==> config.mk <==
export PLATFORM = sky130hd
export DESIGN_NAME = tmr_wdg_periph
export DESIGN_NICKNAME = d
export VERILOG_FILES = /design/src/rtl/tmr_wdg_pkg.sv /design/src/rtl/tw_regs.sv /design/src/rtl/tw_timer.sv /design/src/rtl/tw_tick.sv /design/src/rtl/tw_wdog.sv /design/src/rtl/tmr_wdg_periph.sv
export SDC_FILE = /design/constraint.sdc
export NUM_CORES = 1
export LEC_CHECK = 0
export BUFFER_PORTS_ARGS = -buffer_cell sky130_fd_sc_hd__buf_2
export CAP_MARGIN = 20
export CORE_MARGIN = 1.5
export CORE_UTILIZATION = 55
export DETAILED_ROUTE_END_ITERATION = 7
export GPL_ROUTABILITY_DRIVEN = 0
export GPL_TIMING_DRIVEN = 0
export HOLD_SLACK_MARGIN = 0.03
export PLACE_DENSITY = 0.77
export SKIP_CTS_REPAIR_TIMING = 1
export SLEW_MARGIN = 10
export SYNTH_ARGS = -nofsm -noshare
export SYNTH_HDL_FRONTEND = slang
export SYNTH_SLANG_ARGS = --single-unit
==> constraint.sdc <==
create_clock -name clk -period 3.7 [get_ports clk]
set_input_delay 0.925 -clock clk [delete_from_list [all_inputs] [get_ports clk]]
set_output_delay 0.925 -clock clk [all_outputs]
set_load 0.03 [all_outputs]
==> src/rtl/tmr_wdg_pkg.sv <==
package tmr_wdg_pkg;

    localparam int OFS_CTRL = 0;
    localparam int OFS_RATE = 1;
    localparam int OFS_WCLR = 2;
    localparam int OFS_RLO  = 3;
    localparam int OFS_RHI  = 4;

    typedef enum logic {TM_IDLE, TM_RUN} tmr_state_e;
    typedef enum logic {TK_OFF, TK_RUN} tick_state_e;
    typedef enum logic [1:0] {WD_OFF, WD_COUNT, WD_BITE} wdg_state_e;

    typedef struct packed {
        logic wdg_en;
        logic irq_en;
        logic tmr_en;
        logic clk_sys;
    } ctrl_t;

endpackage

==> src/rtl/tw_regs.sv <==
module tw_regs
    import tmr_wdg_pkg::*;
#(
    parameter int ADDR_W = 3,
    parameter int RLD_W  = 16
) (
    input  logic              clk,
    input  logic              rst_n,
    input  logic [ADDR_W-1:0] addr,
    input  logic              we,
    input  logic [7:0]        wdata,
    output logic [7:0]        rdata,
    output ctrl_t             ctrl,
    output logic [3:0]        rate_sel,
    output logic [RLD_W-1:0]  reload,
    output logic              wdg_clr
);

    logic sel_ctrl, sel_rate, sel_wclr, sel_lo, sel_hi;

    assign sel_ctrl = (addr == ADDR_W'(OFS_CTRL));
    assign sel_rate = (addr == ADDR_W'(OFS_RATE));
    assign sel_wclr = (addr == ADDR_W'(OFS_WCLR));
    assign sel_lo   = (addr == ADDR_W'(OFS_RLO));
    assign sel_hi   = (addr == ADDR_W'(OFS_RHI));

    assign wdg_clr = we && sel_wclr;

    always_ff @(posedge clk or negedge rst_n) begin
        if (!rst_n) begin
            ctrl     <= '{wdg_en: 1'b1, irq_en: 1'b0, tmr_en: 1'b0, clk_sys: 1'b0};
            rate_sel <= '0;
            reload   <= '0;
        end else if (we) begin
            if (sel_ctrl) begin
                ctrl.clk_sys <= wdata[0];
                ctrl.tmr_en  <= wdata[2];
                ctrl.irq_en  <= wdata[4];
                ctrl.wdg_en  <= wdata[7];
            end
            if (sel_rate) rate_sel     <= wdata[7:4];
            if (sel_lo)   reload[7:0]  <= wdata;
            if (sel_hi)   reload[15:8] <= wdata;
        end
    end

    always_comb begin
        rdata = 8'h00;
        if (sel_lo) rdata = reload[7:0];
        if (sel_hi) rdata = reload[15:8];
    end

endmodule

==> src/rtl/tw_timer.sv <==
module tw_timer
    import tmr_wdg_pkg::*;
#(
    parameter int RLD_W = 16
) (
    input  logic             clk,
    input  logic             rst_n,
    input  logic             en,
    input  logic             ie,
    input  logic             clk_sys,
    input  logic             slow_ce,
    input  logic [RLD_W-1:0] reload,
    output logic             irq
);

    tmr_state_e       state_q, state_d;
    logic [RLD_W-1:0] cnt_q;
    logic             ce, wrap;

    assign ce   = clk_sys ? 1'b1 : slow_ce;
    assign wrap = (state_q == TM_RUN) && en && ce && (cnt_q == '0);

    always_comb begin
        state_d = state_q;
        unique case (state_q)
            TM_IDLE: if (en)  state_d = TM_RUN;
            TM_RUN:  if (!en) state_d = TM_IDLE;
        endcase
    end

    always_ff @(posedge clk or negedge rst_n) begin
        if (!rst_n) begin
            state_q <= TM_IDLE;
            cnt_q   <= '0;
        end else begin
            state_q <= state_d;
            if (state_q == TM_IDLE)
                cnt_q <= reload;
            else if (ce)
                cnt_q <= (cnt_q == '0) ? reload : cnt_q - 1'b1;
        end
    end

    always_ff @(posedge clk or negedge rst_n) begin
        if (!rst_n) irq <= 1'b0;
        else        irq <= wrap && ie;
    end

endmodule

==> src/rtl/tw_tick.sv <==
module tw_tick
    import tmr_wdg_pkg::*;
#(
    parameter int DIV_W     = 16,
    parameter int BASE_LOG2 = 9
) (
    input  logic       clk,
    input  logic       rst_n,
    input  logic [3:0] rate_sel,
    input  logic       slow_ce,
    output logic       tick
);

    tick_state_e      state_q, state_d;
    logic [DIV_W-1:0] cnt_q;
    logic [3:0]       rate_q;
    logic [DIV_W:0]   span;
    logic [DIV_W-1:0] term;
    logic             fire;

    assign span = (DIV_W+1)'(1) << (BASE_LOG2 + int'(rate_sel[2:0]));
    assign term = DIV_W'(span - (DIV_W+1)'(1));
    assign fire = (state_q == TK_RUN) && rate_sel[3] && (rate_sel == rate_q)
                  && slow_ce && (cnt_q == term);

    always_comb begin
        state_d = state_q;
        unique case (state_q)
            TK_OFF: if (rate_sel[3])  state_d = TK_RUN;
            TK_RUN: if (!rate_sel[3]) state_d = TK_OFF;
        endcase
    end

    always_ff @(posedge clk or negedge rst_n) begin
        if (!rst_n) begin
            state_q <= TK_OFF;
            cnt_q   <= '0;
            rate_q  <= '0;
        end else begin
            state_q <= state_d;
            rate_q  <= rate_sel;
            if (state_q == TK_OFF || rate_sel != rate_q || fire)
                cnt_q <= '0;
            else if (slow_ce)
                cnt_q <= cnt_q + 1'b1;
        end
    end

    always_ff @(posedge clk or negedge rst_n) begin
        if (!rst_n) tick <= 1'b0;
        else        tick <= fire;
    end

endmodule

==> src/rtl/tw_wdog.sv <==
module tw_wdog
    import tmr_wdg_pkg::*;
#(
    parameter int WDG_TICKS = 32768
) (
    input  logic clk,
    input  logic rst_n,
    input  logic en,
    input  logic clr,
    input  logic slow_ce,
    output logic bite
);

    localparam int CW = $clog2(WDG_TICKS + 1);
    localparam logic [CW-1:0] LAST = CW'(WDG_TICKS - 1);

    wdg_state_e    state_q, state_d;
    logic [CW-1:0] cnt_q;

    always_comb begin
        state_d = state_q;
        unique case (state_q)
            WD_OFF:   if (en) state_d = WD_COUNT;
            WD_COUNT: if (!en) state_d = WD_OFF;
                      else if (!clr && slow_ce && cnt_q == LAST) state_d = WD_BITE;
            WD_BITE:  state_d = en ? WD_COUNT : WD_OFF;
            default:  state_d = WD_OFF;
        endcase
    end

    always_ff @(posedge clk or negedge rst_n) begin
        if (!rst_n) begin
            state_q <= WD_OFF;
            cnt_q   <= '0;
        end else begin
            state_q <= state_d;
            if (clr || state_d != WD_COUNT)
                cnt_q <= '0;
            else if (slow_ce && state_q == WD_COUNT)
                cnt_q <= cnt_q + 1'b1;
        end
    end

    always_comb bite = (state_q == WD_BITE);

endmodule

==> src/rtl/tmr_wdg_periph.sv <==
module tmr_wdg_periph
    import tmr_wdg_pkg::*;
#(
    parameter int ADDR_W    = 3,
    parameter int WDG_TICKS = 32768
) (
    input  logic              clk,
    input  logic              rst_n,
    input  logic              slow_ce,
    input  logic [ADDR_W-1:0] bus_addr,
    input  logic              bus_we,
    input  logic [7:0]        bus_wdata,
    output logic [7:0]        bus_rdata,
    output logic              irq,
    output logic              tick_pulse,
    output logic              wdg_reset
);

    localparam int RLD_W = 16;

    ctrl_t            ctrl_q;
    logic [3:0]       rate_sel;
    logic [RLD_W-1:0] reload;
    logic             wdg_clr;
    logic             tmr_on, tmr_ie, wdg_on, rate_on;

    assign tmr_on  = ctrl_q.tmr_en;
    assign tmr_ie  = ctrl_q.irq_en;
    assign wdg_on  = ctrl_q.wdg_en;
    assign rate_on = rate_sel[3];

    tw_regs #(.ADDR_W(ADDR_W), .RLD_W(RLD_W)) u_regs (
        .clk(clk), .rst_n(rst_n), .addr(bus_addr), .we(bus_we), .wdata(bus_wdata),
        .rdata(bus_rdata), .ctrl(ctrl_q), .rate_sel(rate_sel), .reload(reload),
        .wdg_clr(wdg_clr)
    );

    tw_timer #(.RLD_W(RLD_W)) u_timer (
        .clk(clk), .rst_n(rst_n), .en(tmr_on), .ie(tmr_ie), .clk_sys(ctrl_q.clk_sys),
        .slow_ce(slow_ce), .reload(reload), .irq(irq)
    );

    tw_tick #(.DIV_W(16), .BASE_LOG2(9)) u_tick (
        .clk(clk), .rst_n(rst_n), .rate_sel(rate_sel), .slow_ce(slow_ce),
        .tick(tick_pulse)
    );

    tw_wdog #(.WDG_TICKS(WDG_TICKS)) u_wdog (
        .clk(clk), .rst_n(rst_n), .en(wdg_on), .clr(wdg_clr), .slow_ce(slow_ce),
        .bite(wdg_reset)
    );

endmodule

=== After elaboration in Yosys (flattened, before gate mapping) ===
Index checks and enable logic that the tools add are counted.

* Logic and storage cells: 77
* Output and inout port bits: 11
* Register bits: 82

* Shift operators: 1
* $add $sub $neg: 5
* Eq/ne operators: 12
* Bitwise gates (word level): 1
* Reductions and logical operators: 25
* Mux-type cells: 17

{| class="wikitable"
|+ Operator list
! cell !! number
|-
| $mux W16 || 7
|-
| $add A16 B1 Y16 const B || 2
|-
| $shl A1 B32 Y16 const A || 1
|-
| $sub A16 B1 Y16 const B || 2
|-
| $eq A16 B15 Y1 const B || 1
|-
| $eq A16 B16 Y1 || 1
|-
| $logic_not A16 Y1 || 1
|-
| $mux W8 || 2
|-
| $logic_and A1 B1 Y1 || 12
|-
| $reduce_and A2 Y1 || 4
|-
| $eq A3 B2 Y1 const B || 2
|-
| $mux W2 || 3
|-
| $pmux W2 S3 || 1
|-
| $add A4 B3 Y5 const A || 1
|-
| $eq A4 B4 Y1 || 1
|-
| $mux W1 || 4
|-
| $ne A4 B4 Y1 || 1
|-
| $reduce_bool A2 Y1 || 2
|-
| $eq A3 B1 Y1 const B || 1
|-
| $eq A3 B3 Y1 const B || 1
|-
| $logic_not A3 Y1 || 1
|-
| $logic_or A1 B1 Y1 || 3
|-
| $eq A2 B1 Y1 const B || 1
|-
| $eq A2 B2 Y1 const B || 1
|-
| 5 further kinds || 5
|}

=== Logic depth before layout (Yosys ltp) ===
* Depth after elaboration: 11
* Mapped depth: 9

=== Modules after synthesis ===
From an unflattened synthesis, not the netlist that was laid out.

* Cells, all modules: 438
* Area total of the unflattened synthesis: 4563.1 µm²

{| class="wikitable"
|+ By module, submodules not included
! module !! cells each !! instances !! area an instance (µm²)
|-
| tw_tick || 150 || 1 || 1386.3
|-
| tw_timer || 133 || 1 || 1179.9
|-
| tw_regs || 66 || 1 || 1054.8
|-
| tw_wdog || 89 || 1 || 942.2
|}

=== Least setup slack after synthesis ===
OpenSTA, ideal clock, no wires.

* Path type: input -> output
* Start: input port bus_addr[0]
* End: output port bus_rdata[0]
* Path slack: 1106 ps
* Stages on the path: 2
* Arrival time: 1669 ps
* Path buffers: 0
* Cell sequence: nor3b_2 -> a22o_1

* Longest elaborated chain between the ends: 3
* Elaborated cells between the ends (all ways): 4
* Those cells by class: eq/ne (2); mux (2)

{| class="wikitable"
|+ RTL lines
! element !! RTL line !! RTL
|-
| start, declared || tmr_wdg_periph.sv:10 || <nowiki>input logic [ADDR_W-1:0] bus_addr,</nowiki>
|-
| $eq A3 B2 Y1 || tw_regs.sv:24 || <nowiki>assign sel_lo = (addr == ADDR_W'(OFS_RLO));</nowiki>
|-
| $mux W8 || tw_regs.sv:49 || <nowiki>if (sel_lo) rdata = reload[7:0];</nowiki>
|-
| $mux W8 * || tw_regs.sv:50 || <nowiki>if (sel_hi) rdata = reload[15:8];</nowiki>
|-
| end, declared || tmr_wdg_periph.sv:13 || <nowiki>output logic [7:0] bus_rdata,</nowiki>
|}

Every way passes the cells marked *; elsewhere a longest branch is shown, timed or not.

=== Final worst setup path ===
* Start: input port bus_addr[0]
* End: output port bus_rdata[7]

The elaborated chain is that of the path after synthesis.

==> results_dict.tcl <==
set metrics [dict create \
    status "completed" \
    wl_per_cell_um 16.6 \
    post-route-period-util_pct 83.8 \
    netlist_area_um2 4270 \
    powerDensity_nw_per_um2 525 \
    drtIter0Drc 251 \
    cpMostUsedCell "buf_2" \
    cp-start-kind "primary input" \
    layout.nets 472 \
    post-route-cell-area_um2 4740 \
    synth-seq-area-share_pct 47.5 \
    required_ns 2.77 \
    dpl_cell_area_um2 4550 \
    slowest_delay_ns 0.66 \
    routed_wirelength_um 9200 \
    path_clk_slew_ns 0.09 \
    syn_nets 435 \
    die_w_um 91.1 \
    cp_max_fo 9 \
    first_global_vias 3255 \
    cts_max_path_buffers 2 \
    crit_path_end_kind "output pin" \
    cts_tree "built" \
    num_rows 31 \
    cts_root_buf "clkbuf_8" \
    slowest_stage "nor3b_2" \
    synth_edf_count 0 \
    hpwl_um 6470 \
    diodes 0 \
    vias_per_cell 6.07 \
    dieArea_um2 8290 \
    grt_util_all_layers_pct 23.9 \
    cts_made_buffers 9 \
    holdWs_ns 0.375 \
    skew_ns 0.0114 \
    pin_count 26 \
    crit_type "primary input to output pin" \
    via_count 3364 \
    finalPower_w 0.00249 \
    grt_max_degree 51 \
    setup_viol 0 \
    cp_cell_sequence "buf_2 > nor3b_2 > a22o_1 > buf_2" \
    fin_tns_setup_ns 0 \
    syn_inst 413 \
    period_needed_ns 3.10 \
    min_path_type "register to register" \
    arrival_ns 2.18 \
    worst_pin_slew_ns 0.780 \
    synth_top_flop_cell "dfrtp_1" \
    avgSynthCellArea_um2 10.3 \
    hold_viol_final 0 \
    firstDrtPassIters 5 \
    fmax_mhz 323 \
    initial_core_util_pct 57.9 \
    synth-seq-cells 81 \
    clock-sinks 81 \
    htreeDepth 3 \
    fp.dieH_um 91.1 \
    rsz0062_at_grt "false" \
    clk_latency_ns 0.36 \
    core-area_um2 7370 \
    slew_violations 0 \
    remaining_drc_errors 0 \
    ys_types 56 \
    grt_pass1_wl_um 15800 \
    place.port_buffers 25 \
    leakagePower_nw 1.98 \
    antenna_found_initial 0 \
    yosysWarningCount 0 \
    overflow 0 \
    ant_nets 0 \
    drive_above_1_share_pct 19.3 \
    area_growth_pct 11.1 \
    max-cap-violations 0 \
    fillers 605 \
    vdd_drop_max_uv 284 \
    relSlewSlack_pct 47.8 \
    async_flop_share_pct 100 \
]
==> cell type report <==
cell class / count / area [µm²] / area share (%)
tap: 99 / 124 / 2.61
clock buffer: 10 / 128 / 2.69
buffer: 17 / 76.3 / 1.61
inverter: 8 / 30.0 / 0.633
timing repair buffer: 26 / 155 / 3.27
clock inverter: 6 / 68.8 / 1.45
sequential: 81 / 2030 / 42.8
multi-input combinational: 307 / 2130 / 45.0
==> kinds of logic (layout without fill, tap and decap cells) <==
kind of cell	Yosys count	in the layout	share of synthesized area, %
simple gates	171	171	22.0
fa+ha+maj	7	7	2.05
flops	81	81	47.5
buf+inv	25	67	2.49
xor+xnor	34	34	6.98
compound gates	69	69	12.1
mux	26	26	6.80
==> power by group <==
group	switching, W	internal [W]	leakage (nW)	total (W)
logic	0.000345	0.000279	0.848	0.000624
clock network	0.000331	0.000314	0.0964	0.000645
registers	0.000179	0.00104	1.04	0.00122
==> layout by cell type, fill, tap and decap left out, types with 6 or more instances in the layout <==
| cell | netlist | final |
|---|---|---|
| a21oi_1 | 14 | 14 |
| a22o_1 | 8 | 8 |
| and3_1 | 6 | 6 |
| buf_2 | 10 | 34 |
| clkbuf_1 | 7 | 8 |
| clkbuf_8 | 0 | 9 |
| dfrtp_1 | 80 | 80 |
| ha_1 | 7 | 7 |
| inv_1 | 8 | 8 |
| mux2_2 | 24 | 24 |
| nand2_1 | 29 | 29 |
| nand3_1 | 18 | 18 |
| nand4_1 | 13 | 13 |
| nor2_1 | 46 | 46 |
| nor3_1 | 6 | 6 |
| nor4_1 | 12 | 12 |
| o21a_1 | 6 | 6 |
| o21ai_0 | 8 | 8 |
| xnor2_1 | 12 | 12 |
| xor2_1 | 22 | 22 |
==> registers in the layout, summed over array words and instances, names as in the netlist, 2 cells and up <==
name             cells
u_wdog.cnt_q        16
u_regs.ctrl          4
u_regs.rate_sel      4
u_timer.cnt_q       16
u_regs.reload       16
u_tick.rate_q        4
u_wdog.state_q       2
u_tick.cnt_q        16
==> per-layer routing <==
metal  global-route usage [%]  up-vias  wire length, µm
met2                     34.9      130             4120
met4                     10.0        0              177
met5                        0        -                0
met1                     35.1     1627             4350
met3                     4.27       21              553
li1                         -     1586                -
==> Yosys cell counts (2+ instances only) <==
master,n,area (µm²)
nand3b_1,3,22.5
mux2_2,24,270
nand2b_1,2,12.5
nand2_1,29,109
nor3b_1,4,30.0
and3b_1,2,17.5
or3_1,4,25.0
nor3b_2,2,25.0
nor4_1,12,75.1
mux2i_1,2,20.0
xor2_1,22,193
nand4_1,13,81.3
a22o_1,8,70.1
o21ai_0,8,40.0
nand3_1,18,90.1
xnor2_1,12,105
nor4b_1,2,17.5
a311o_1,3,30.0
and4_1,4,35.0
a31oi_1,3,18.8
a21boi_0,3,22.5
and2_1,4,25.0
nor3_1,6,30.0
ha_1,7,87.6
buf_2,10,50.1
nor4_4,2,42.5
or2_2,2,12.5
o21a_1,6,45.0
o211ai_1,3,22.5
nor2_1,46,173
a41oi_1,2,17.5
clkbuf_1,7,26.3
a21oi_1,14,70.1
dfrtp_1,80,2000
o311ai_0,3,26.3
inv_1,8,30.0
o22a_1,2,17.5
a2bb2oi_1,2,17.5
a221o_1,4,40.0
and3_1,6,37.5
nor2b_1,4,25.0
==> path summary, 6_finish.rpt <==
| kind | startpoint | end | slack, ns | cells after the start |
|---|---|---|---|---|
| max in group asynchronous | rst_n | u_wdog.cnt_q[8] | 2.62 | 2 |
| worst max-delay path | bus_addr[0] | bus_rdata[7] | 0.60 | 4 |
| worst min register to register | u_regs.rate_sel[0] | u_tick.rate_q[0] | 0.37 | 0 |
| worst max register to register | u_regs.rate_sel[1] | u_tick.cnt_q[0] | 1.24 | 9 |
| worst min-delay path | u_regs.rate_sel[0] | u_tick.rate_q[0] | 0.37 | 0 |
| min in group asynchronous | rst_n | u_timer.cnt_q[0] | 0.50 | 1 |
==> worst max-delay path, delay by kind of cell <==
family / cells / cell delay (ns)
AND/OR/NAND/NOR: 1 / 0.66
AO/OA/AOI/OAI: 1 / 0.26
buffers and inverters: 2 / 0.33
==> per-stage QoR <==
stage / std cells / setup slack [ns] / utilization, %
after CTS: 554 / 0.617 / 64.3
after global placement: 537 / 0.570 / 61.3
after floorplan: 413 / 1.11 / -
after global routing: 554 / 0.496 / 64.3
after detailed placement: 538 / 0.617 / 61.7
final: 554 / 0.600 / 64.3
Power figures use the tool's default switching activity.
